`src/rtl/opdec_pkg.sv`:
```
package opdec_pkg;

   typedef enum logic [3:0] {
      CL_NOP    = 4'd0,
      CL_LD8    = 4'd1,
      CL_LD16   = 4'd2,
      CL_ALU    = 4'd3,
      CL_INCDEC = 4'd4,
      CL_JUMP   = 4'd5,
      CL_CALL   = 4'd6,
      CL_RET    = 4'd7,
      CL_RST    = 4'd8,
      CL_PUSH   = 4'd9,
      CL_POP    = 4'd10,
      CL_CTRL   = 4'd11,
      CL_ADD16  = 4'd12
   } op_class_e;

   typedef enum logic [2:0] {
      AM_NONE     = 3'd0,
      AM_REG      = 3'd1,
      AM_HLIND    = 3'd2,
      AM_IMM      = 3'd3,
      AM_HIGH_IMM = 3'd4,
      AM_HIGH_C   = 3'd5,
      AM_REL      = 3'd6,
      AM_STACK    = 3'd7
   } addr_mode_e;

   typedef enum logic [1:0] {
      TM_SHORT = 2'd0,
      TM_MID   = 2'd1,
      TM_LONG  = 2'd2,
      TM_RSVD  = 2'd3
   } timing_e;

   typedef struct packed {
      op_class_e  cls;
      logic [2:0] dst;
      logic [2:0] src;
      logic [1:0] pair;
      logic [2:0] fn;
      logic [1:0] imm;
      addr_mode_e mode;
      timing_e    tim;
      logic [7:0] vec;
      logic       prefix;
      logic       pair_af;
   } uop_t;

   localparam logic [2:0] SLOT_MEM = 3'd6;
   localparam logic [2:0] SLOT_ACC = 3'd7;

   function automatic uop_t uop_blank();
      uop_t u;
      u.cls     = CL_NOP;
      u.dst     = '0;
      u.src     = '0;
      u.pair    = '0;
      u.fn      = '0;
      u.imm     = '0;
      u.mode    = AM_NONE;
      u.tim     = TM_SHORT;
      u.vec     = '0;
      u.prefix  = 1'b0;
      u.pair_af = 1'b0;
      return u;
   endfunction

   // Raise a timing class by one step when the memory slot is involved.
   function automatic timing_e tim_bump(timing_e base, logic mem);
      timing_e r;
      r = base;
      if (mem) begin
         case (base)
            TM_SHORT: r = TM_MID;
            default:  r = TM_LONG;
         endcase
      end
      return r;
   endfunction

endpackage

```
`src/rtl/opdec_q01.sv`:
```
module opdec_q01
   import opdec_pkg::*;
(
   input  logic [7:0] op_i,
   output uop_t       uop_o,
   output logic       hit_o
);

   logic [1:0] quad;
   logic [2:0] ysel;
   logic [2:0] zsel;
   logic       mem_y;
   logic       mem_any;

   assign quad    = op_i[7:6];
   assign ysel    = op_i[5:3];
   assign zsel    = op_i[2:0];
   assign mem_y   = (ysel == SLOT_MEM);
   assign mem_any = mem_y || (zsel == SLOT_MEM);

   always_comb begin
      uop_o = uop_blank();
      hit_o = 1'b1;
      if (quad == 2'b01) begin
         if (op_i == 8'h76) begin
            uop_o.cls = CL_CTRL;
            uop_o.fn  = 3'd1;
         end else begin
            uop_o.cls = CL_LD8;
            uop_o.dst = ysel;
            uop_o.src = zsel;
            if (mem_any) uop_o.mode = AM_HLIND;
            else         uop_o.mode = AM_REG;
            uop_o.tim = tim_bump(TM_SHORT, mem_any);
         end
      end else if (quad == 2'b00) begin
         case (zsel)
            3'd0: begin
               if (op_i == 8'h00) begin
                  uop_o.cls = CL_NOP;
               end else if (op_i == 8'h10) begin
                  uop_o.cls = CL_CTRL;
                  uop_o.fn  = 3'd2;
               end else if (op_i[5] || (op_i[4:3] == 2'b11)) begin
                  uop_o.cls  = CL_JUMP;
                  uop_o.imm  = 2'd1;
                  uop_o.mode = AM_REL;
                  uop_o.tim  = TM_LONG;
               end else begin
                  hit_o = 1'b0;
               end
            end
            3'd1: begin
               uop_o.pair = op_i[5:4];
               if (!op_i[3]) begin
                  uop_o.cls  = CL_LD16;
                  uop_o.imm  = 2'd2;
                  uop_o.mode = AM_IMM;
                  uop_o.tim  = TM_LONG;
               end else begin
                  uop_o.cls  = CL_ADD16;
                  uop_o.mode = AM_REG;
                  uop_o.tim  = TM_MID;
               end
            end
            3'd3: begin
               uop_o.cls  = CL_INCDEC;
               uop_o.pair = op_i[5:4];
               uop_o.fn   = {2'b00, op_i[3]};
               uop_o.mode = AM_REG;
               uop_o.tim  = TM_MID;
            end
            3'd4, 3'd5: begin
               uop_o.cls = CL_INCDEC;
               uop_o.dst = ysel;
               uop_o.fn  = {2'b00, op_i[0]};
               if (mem_y) uop_o.mode = AM_HLIND;
               else       uop_o.mode = AM_REG;
               uop_o.tim = tim_bump(TM_SHORT, mem_y);
            end
            3'd6: begin
               uop_o.cls  = CL_LD8;
               uop_o.dst  = ysel;
               uop_o.imm  = 2'd1;
               uop_o.mode = AM_IMM;
               uop_o.tim  = tim_bump(TM_MID, mem_y);
            end
            default: hit_o = 1'b0;
         endcase
      end else begin
         hit_o = 1'b0;
      end
   end

endmodule

```
`src/rtl/opdec_alu.sv`:
```
module opdec_alu
   import opdec_pkg::*;
(
   input  logic [7:0] op_i,
   output uop_t       uop_o,
   output logic       hit_o
);

   logic reg_form;
   logic imm_form;
   logic mem_src;

   assign reg_form = (op_i[7:6] == 2'b10);
   assign imm_form = (op_i[7:6] == 2'b11) && (op_i[2:0] == SLOT_MEM);
   assign mem_src  = (op_i[2:0] == SLOT_MEM);
   assign hit_o    = reg_form || imm_form;

   always_comb begin
      uop_o = uop_blank();
      if (hit_o) begin
         uop_o.cls = CL_ALU;
         uop_o.fn  = op_i[5:3];
         uop_o.dst = SLOT_ACC;
         if (imm_form) begin
            uop_o.imm  = 2'd1;
            uop_o.mode = AM_IMM;
            uop_o.tim  = TM_MID;
         end else begin
            uop_o.src = op_i[2:0];
            if (mem_src) uop_o.mode = AM_HLIND;
            else         uop_o.mode = AM_REG;
            uop_o.tim = tim_bump(TM_SHORT, mem_src);
         end
      end
   end

endmodule

```
`src/rtl/opdec_q3.sv`:
```
module opdec_q3
   import opdec_pkg::*;
#(
   parameter int VEC_SHIFT = 3
) (
   input  logic [7:0] op_i,
   output uop_t       uop_o,
   output logic       hit_o
);

   logic [2:0] zsel;
   logic       load_dir;

   assign zsel     = op_i[2:0];
   assign load_dir = op_i[4];

   always_comb begin
      uop_o = uop_blank();
      hit_o = 1'b1;
      if (op_i[7:6] != 2'b11) begin
         hit_o = 1'b0;
      end else begin
         case (zsel)
            3'd0, 3'd2: begin
               if (op_i[5] && !op_i[3]) begin
                  uop_o.cls = CL_LD8;
                  if (load_dir) uop_o.dst = SLOT_ACC;
                  else          uop_o.src = SLOT_ACC;
                  if (zsel == 3'd0) begin
                     uop_o.imm  = 2'd1;
                     uop_o.mode = AM_HIGH_IMM;
                     uop_o.tim  = TM_LONG;
                  end else begin
                     uop_o.mode = AM_HIGH_C;
                     uop_o.tim  = TM_MID;
                  end
               end else begin
                  hit_o = 1'b0;
               end
            end
            3'd1, 3'd5: begin
               if (!op_i[3]) begin
                  if (zsel == 3'd1) uop_o.cls = CL_POP;
                  else              uop_o.cls = CL_PUSH;
                  uop_o.pair    = op_i[5:4];
                  uop_o.pair_af = (op_i[5:4] == 2'd3);
                  uop_o.mode    = AM_STACK;
                  uop_o.tim     = TM_LONG;
               end else if (op_i == 8'hC9) begin
                  uop_o.cls  = CL_RET;
                  uop_o.mode = AM_STACK;
                  uop_o.tim  = TM_LONG;
               end else if (op_i == 8'hCD) begin
                  uop_o.cls  = CL_CALL;
                  uop_o.imm  = 2'd2;
                  uop_o.mode = AM_IMM;
                  uop_o.tim  = TM_LONG;
               end else begin
                  hit_o = 1'b0;
               end
            end
            3'd3: begin
               if (op_i == 8'hC3) begin
                  uop_o.cls  = CL_JUMP;
                  uop_o.imm  = 2'd2;
                  uop_o.mode = AM_IMM;
                  uop_o.tim  = TM_LONG;
               end else if (op_i == 8'hCB) begin
                  uop_o.cls    = CL_CTRL;
                  uop_o.fn     = 3'd3;
                  uop_o.prefix = 1'b1;
               end else begin
                  hit_o = 1'b0;
               end
            end
            3'd7: begin
               uop_o.cls  = CL_RST;
               uop_o.vec  = 8'(op_i[5:3]) << VEC_SHIFT;
               uop_o.mode = AM_STACK;
               uop_o.tim  = TM_LONG;
            end
            default: hit_o = 1'b0;
         endcase
      end
   end

endmodule

```
`src/rtl/byte_op_decoder.sv`:
```
module byte_op_decoder
   import opdec_pkg::*;
#(
   parameter int VEC_STEP  = 8,
   parameter bit HOLD_DESC = 1'b1
) (
   input  logic       clk,
   input  logic       rst_n,
   input  logic       op_valid_i,
   input  logic [7:0] opcode_i,
   output logic       desc_valid_o,
   output logic [3:0] op_class_o,
   output logic [2:0] dst_o,
   output logic [2:0] src_o,
   output logic [1:0] pair_o,
   output logic [2:0] fn_o,
   output logic [1:0] imm_cnt_o,
   output logic [2:0] addr_mode_o,
   output logic [1:0] timing_o,
   output logic [7:0] rst_vec_o,
   output logic       prefix_o,
   output logic       pair_af_o,
   output logic       illegal_o
);

   localparam int VEC_SHIFT = $clog2(VEC_STEP);

   generate
      if ((VEC_STEP < 1) || (VEC_STEP > 32) || ((VEC_STEP & (VEC_STEP - 1)) != 0)) begin : g_bad_step
         $error("byte_op_decoder: VEC_STEP must be a power of two from 1 to 32");
      end
   endgenerate

   uop_t uop_lo, uop_alu, uop_hi, uop_d, uop_q, uop_idle;
   logic hit_lo, hit_alu, hit_hi, illegal_d, illegal_q, vld_q;

   opdec_q01 u_q01 (
      .op_i  (opcode_i),
      .uop_o (uop_lo),
      .hit_o (hit_lo)
   );

   opdec_alu u_alu (
      .op_i  (opcode_i),
      .uop_o (uop_alu),
      .hit_o (hit_alu)
   );

   opdec_q3 #(.VEC_SHIFT(VEC_SHIFT)) u_q3 (
      .op_i  (opcode_i),
      .uop_o (uop_hi),
      .hit_o (hit_hi)
   );

   always_comb begin
      illegal_d = 1'b0;
      if (hit_alu)     uop_d = uop_alu;
      else if (hit_lo) uop_d = uop_lo;
      else if (hit_hi) uop_d = uop_hi;
      else begin
         uop_d     = uop_blank();
         illegal_d = 1'b1;
      end
   end

   generate
      if (HOLD_DESC) begin : g_hold
         assign uop_idle = uop_q;
      end else begin : g_clear
         assign uop_idle = uop_blank();
      end
   endgenerate

   always_ff @(posedge clk or negedge rst_n) begin
      if (!rst_n) begin
         vld_q     <= 1'b0;
         uop_q     <= uop_blank();
         illegal_q <= 1'b0;
      end else begin
         vld_q <= op_valid_i;
         if (op_valid_i) begin
            uop_q     <= uop_d;
            illegal_q <= illegal_d;
         end else begin
            uop_q     <= uop_idle;
            illegal_q <= HOLD_DESC ? illegal_q : 1'b0;
         end
      end
   end

   assign desc_valid_o = vld_q;
   assign op_class_o   = uop_q.cls;
   assign dst_o        = uop_q.dst;
   assign src_o        = uop_q.src;
   assign pair_o       = uop_q.pair;
   assign fn_o         = uop_q.fn;
   assign imm_cnt_o    = uop_q.imm;
   assign addr_mode_o  = uop_q.mode;
   assign timing_o     = uop_q.tim;
   assign rst_vec_o    = uop_q.vec;
   assign prefix_o     = uop_q.prefix;
   assign pair_af_o    = uop_q.pair_af;
   assign illegal_o    = illegal_q;

endmodule

```
`config.mk`:
```
export PLATFORM = sky130hd
export DESIGN_NAME = byte_op_decoder
export DESIGN_NICKNAME = d
export VERILOG_FILES = /design/src/rtl/opdec_pkg.sv /design/src/rtl/opdec_q01.sv /design/src/rtl/opdec_alu.sv /design/src/rtl/opdec_q3.sv /design/src/rtl/byte_op_decoder.sv
export SDC_FILE = /design/constraint.sdc
export NUM_CORES = 1
export LEC_CHECK = 0
export ABC_CLOCK_PERIOD_IN_PS = 1000
export BUFFER_PORTS_ARGS = -buffer_cell sky130_fd_sc_hd__buf_4
export CORE_ASPECT_RATIO = 0.8
export CORE_MARGIN = 2
export CORE_UTILIZATION = 35
export CTS_CLUSTER_SIZE = 16
export DETAILED_ROUTE_END_ITERATION = 8
export GPL_ROUTABILITY_DRIVEN = 0
export PLACE_DENSITY = 0.57
export SLEW_MARGIN = 20
export SYNTH_ARGS = -nofsm -noshare
export SYNTH_HDL_FRONTEND = slang
export SYNTH_SLANG_ARGS = --single-unit
```
`constraint.sdc`:
```
create_clock -name clk -period 1 [get_ports clk]
set_input_delay 0.15 -clock clk [delete_from_list [all_inputs] [get_ports clk]]
set_output_delay 0.15 -clock clk [all_outputs]
set_load 0.005 [all_outputs]
```
==> summary.txt <==
Detailed routing
  • Detailed Route Iter0 Violations: 268
  • WL per Instance: about 17 um
  • Drt drc: 0
  • WL met2: 3245 um
  • Via density: 5.338
  • Via count: between 2,000 and 2,500
  • Final Routed Wirelength: 7148 um
  • DRT Pass-1 Iters: 4
  • M1 WL: approximately 3100 um
  • DR WL met3: between 500 and 600 um
  • DRT antenna net count: 0
  • Top sig layer: met4

Placed design
  • I/O Buffers: 39
  • DP HPWL: ~5000 um

STA
  • Clk_skew: 0 ps
  • Setup ws final: -115.5 ps
  • RSZ-0062 raised after global routing: yes
  • Crit share post-route: 111.6%
  • Min Tclk post-route: between 1000 and 1500 ps
  • Max-slew violations: 0
  • Fmax: ~900 MHz
  • Final hold slack: 269.5 ps
  • Final Setup Violations: 14
  • Fin. Hold Viols: 0

Critical path
  • Setup crit end: op_class_o[0]
  • CP max-delay cell: nor2b_1
  • Slowest stage delay, CP: 320 ps
  • CP Class: input pin to register
  • Critical-path cell list: buf_12 -> buf_4 -> nor2b_1 -> a21oi_1 -> a2bb2oi_1 -> o221a_1 -> a21oi_2
  • R2R cell count: 1
  • Worst EP required: ~1200 ps
  • Critical path origin: opcode_i[0]
  • Max FO, Critical Path: 7
  • R2R setup slack: approximately 260 ps
  • CP Capture Type: register
  • Reg-to-Reg End: pair_af_o
  • Critical R2R Launch: pair_af_o
  • Data arrival time of the worst path: ~1300 ps
  • Critical Path Source Type: input pin

Final layout
  • Final Util: between 50% and 60%
  • Synthesis-to-finish area growth: 62.10%
  • Share of layout cells above drive strength 1: 46.89%
  • Antenna fix cells: 0
  • Final net count: ~360
  • Commonest cells after routing, fill and taps aside: 103 x buf_4, 29 x dfrtp_1, 25 x nor2_1
  • Most common cell after layout, fill and taps aside: buf_4
  • Filler cell count: around 500

Synthesis
  • Mux cell area share after synthesis: roughly 1.6%
  • Mapped Avg Cell Area: ~8.1 um^2
  • Ys flop type: dfrtp_1
  • Ys async rst share: 100.0%
  • Main combinational cell family by area after synthesis: simple AND/OR/NAND/NOR gates
  • Synth area leader: dfrtp_1
  • Post-Synth XOR/XNOR Area: 0%
  • Synth area leaders: dfrtp_1 36%, a21oi_1 6.6%, nor2_1 5.5%
  • EDFF count, synth: 0
  • #FFs+latches synth: 29
  • Distinct cells, synth: 50
  • Sequential share of the synthesized area: between 30% and 40%
  • Synth Warn #: 0
  • Adder-cell share of the synthesized area: 0%
  • Cell Area, Synth: between 2000 and 2500 um^2
  • Cells after Synth: approximately 250
  • Synth top area share: a little over a third
  • Post-synthesis compound-gate area fraction: between 20% and 30%
  • Synth Area in Simple Gates: around 27%

Global routing
  • Antenna violations before repair: 0
  • Largest net degree at the start of global routing: 30
  • Tot GR Track Use: 22.02%
  • GRT Residual Overflow: 0
  • First-pass GRT wire length: roughly 11,000 um
  • Vias in the first global route: 2,239

Die
  • DIE AREA: approximately 6400 um^2
  • Die X: between 80 and 90 um
  • Core Rows: 24
  • Core area: roughly 5500 um^2
  • Initial Utilization: 36.87%
  • Io pins: 45
  • Die Span Y: ~72 um

Status
  • Failing checks: setup timing
  • Status: finished, violations left

CTS
  • Clk buf depth: 2
  • Clk Latency, worst-skew pair: 270 ps
  • CTS tree: yes
  • Clock Tree Root: clkbuf_8
  • CTS clk-pin slew, worst paths: around 60 ps
  • H-tree depth: 2
  • Clock Sinks: 29
  • TritonCTS Buffers: 5

Pwr
  • Leak: roughly 1.5 nW
  • Maximum vdd drop: 0.001014 V
  • P per Cell Area: ~1100 nW/um^2

Hold path
  • Hold Crit Class: input pin to register

Job
  • Number of max-cap violations: 0
==> worst min path at each step <==
| stage | from | endpoint | slack (ps) | cells after the start |
|---|---|---|---|---|
| global route | op_valid_i | imm_cnt_o[0] | 290 | 3 |
| floorplan | rst_n | addr_mode_o[0] | -150 | 0 |
| detailed placement | rst_n | addr_mode_o[2] | 90 | 1 |
| CTS | opcode_i[5] | pair_o[1] | 260 | 4 |
| global placement | rst_n | imm_cnt_o[1] | 100 | 1 |
| finish | opcode_i[5] | pair_o[1] | 270 | 4 |
==> flip-flops by register name, summed over array words and instances, names as in the netlist, 2 cells and up <==
signal / cells
addr_mode_o: 3
dst_o: 3
fn_o: 3
imm_cnt_o: 2
op_class_o: 4
pair_o: 2
rst_vec_o: 3
src_o: 3
timing_o: 2
==> cells by family (layout without fill, tap and decap cells) <==
kind of cell    after synthesis  after routing
compound gates               79             79
buf+inv                      40            137
flops                        29             29
mux                           3              3
other cells                   1              5
simple gates                101            101
==> synth_stat cells (all sizes together) (7+ instances only) <==
cell type   n
inv        13
nand2      20
nor2       31
nand3       7
dfrtp      29
o22ai       9
buf        21
nand2b      9
a21oi      27
o21ai      13
==> critical path, delay by kind of cell <==
| kind | cells | cell delay [ps] |
|---|---|---|
| compound gates | 4 | 640 |
| buf+inv | 2 | 210 |
| simple gates | 1 | 320 |
==> final cells by class <==
type	count	area, um^2	area share (%)
clock buffers	7	86.33	2.615
clock inverters	1	30.03	0.9094
inverters	13	48.80	1.478
multi-input cells	188	1338	40.51
flip-flops and latches	29	725.7	21.98
well taps	78	97.59	2.956
repair buffers	116	975.9	29.56
==> stage by stage <==
step / instances / total power, mW / cell area [um^2] / setup slack (ps) / TNS [ps]
floorplan: 257 / 1.782 / 2101 / -212.3 / -2884
global placement: 413 / 2.236 / 2818 / -461.3 / -9030
detailed placement: 413 / 2.237 / 2818 / -483.0 / -9299
CTS: 427 / 3.585 / 3169 / -118.8 / -546.7
global route: 432 / 3.808 / 3302 / -135.6 / -1830
finish: 432 / 3.638 / 3302 / -115.5 / -771.5
==> timing repair <==
item | CTS | global route
setup buffers | 6 | 4
setup endpoints to repair | 19 | 27
hold buffers | 1 | 0
endpoints found under the hold margin | 29 | 0
pin swaps | 16 | 19
resized for setup | 43 | 18
cloned | 0 | 1
==> power by group <==
part | internal, mW | switching, mW | total (mW)
Combinational | 0.544 | 0.527 | 1.07
Sequential | 1.26 | 0.0490 | 1.31
Clock | 0.811 | 0.443 | 1.25
==> layer usage <==
metal / GRT usage [%] / vias up
li1: - / 1103
met2: 33.74 / 103
met3: 5.233 / 19
met1: 30.86 / 1081
met4: 6.799 / 0
met5: 0 / -
Power figures use the tool's default switching activity.
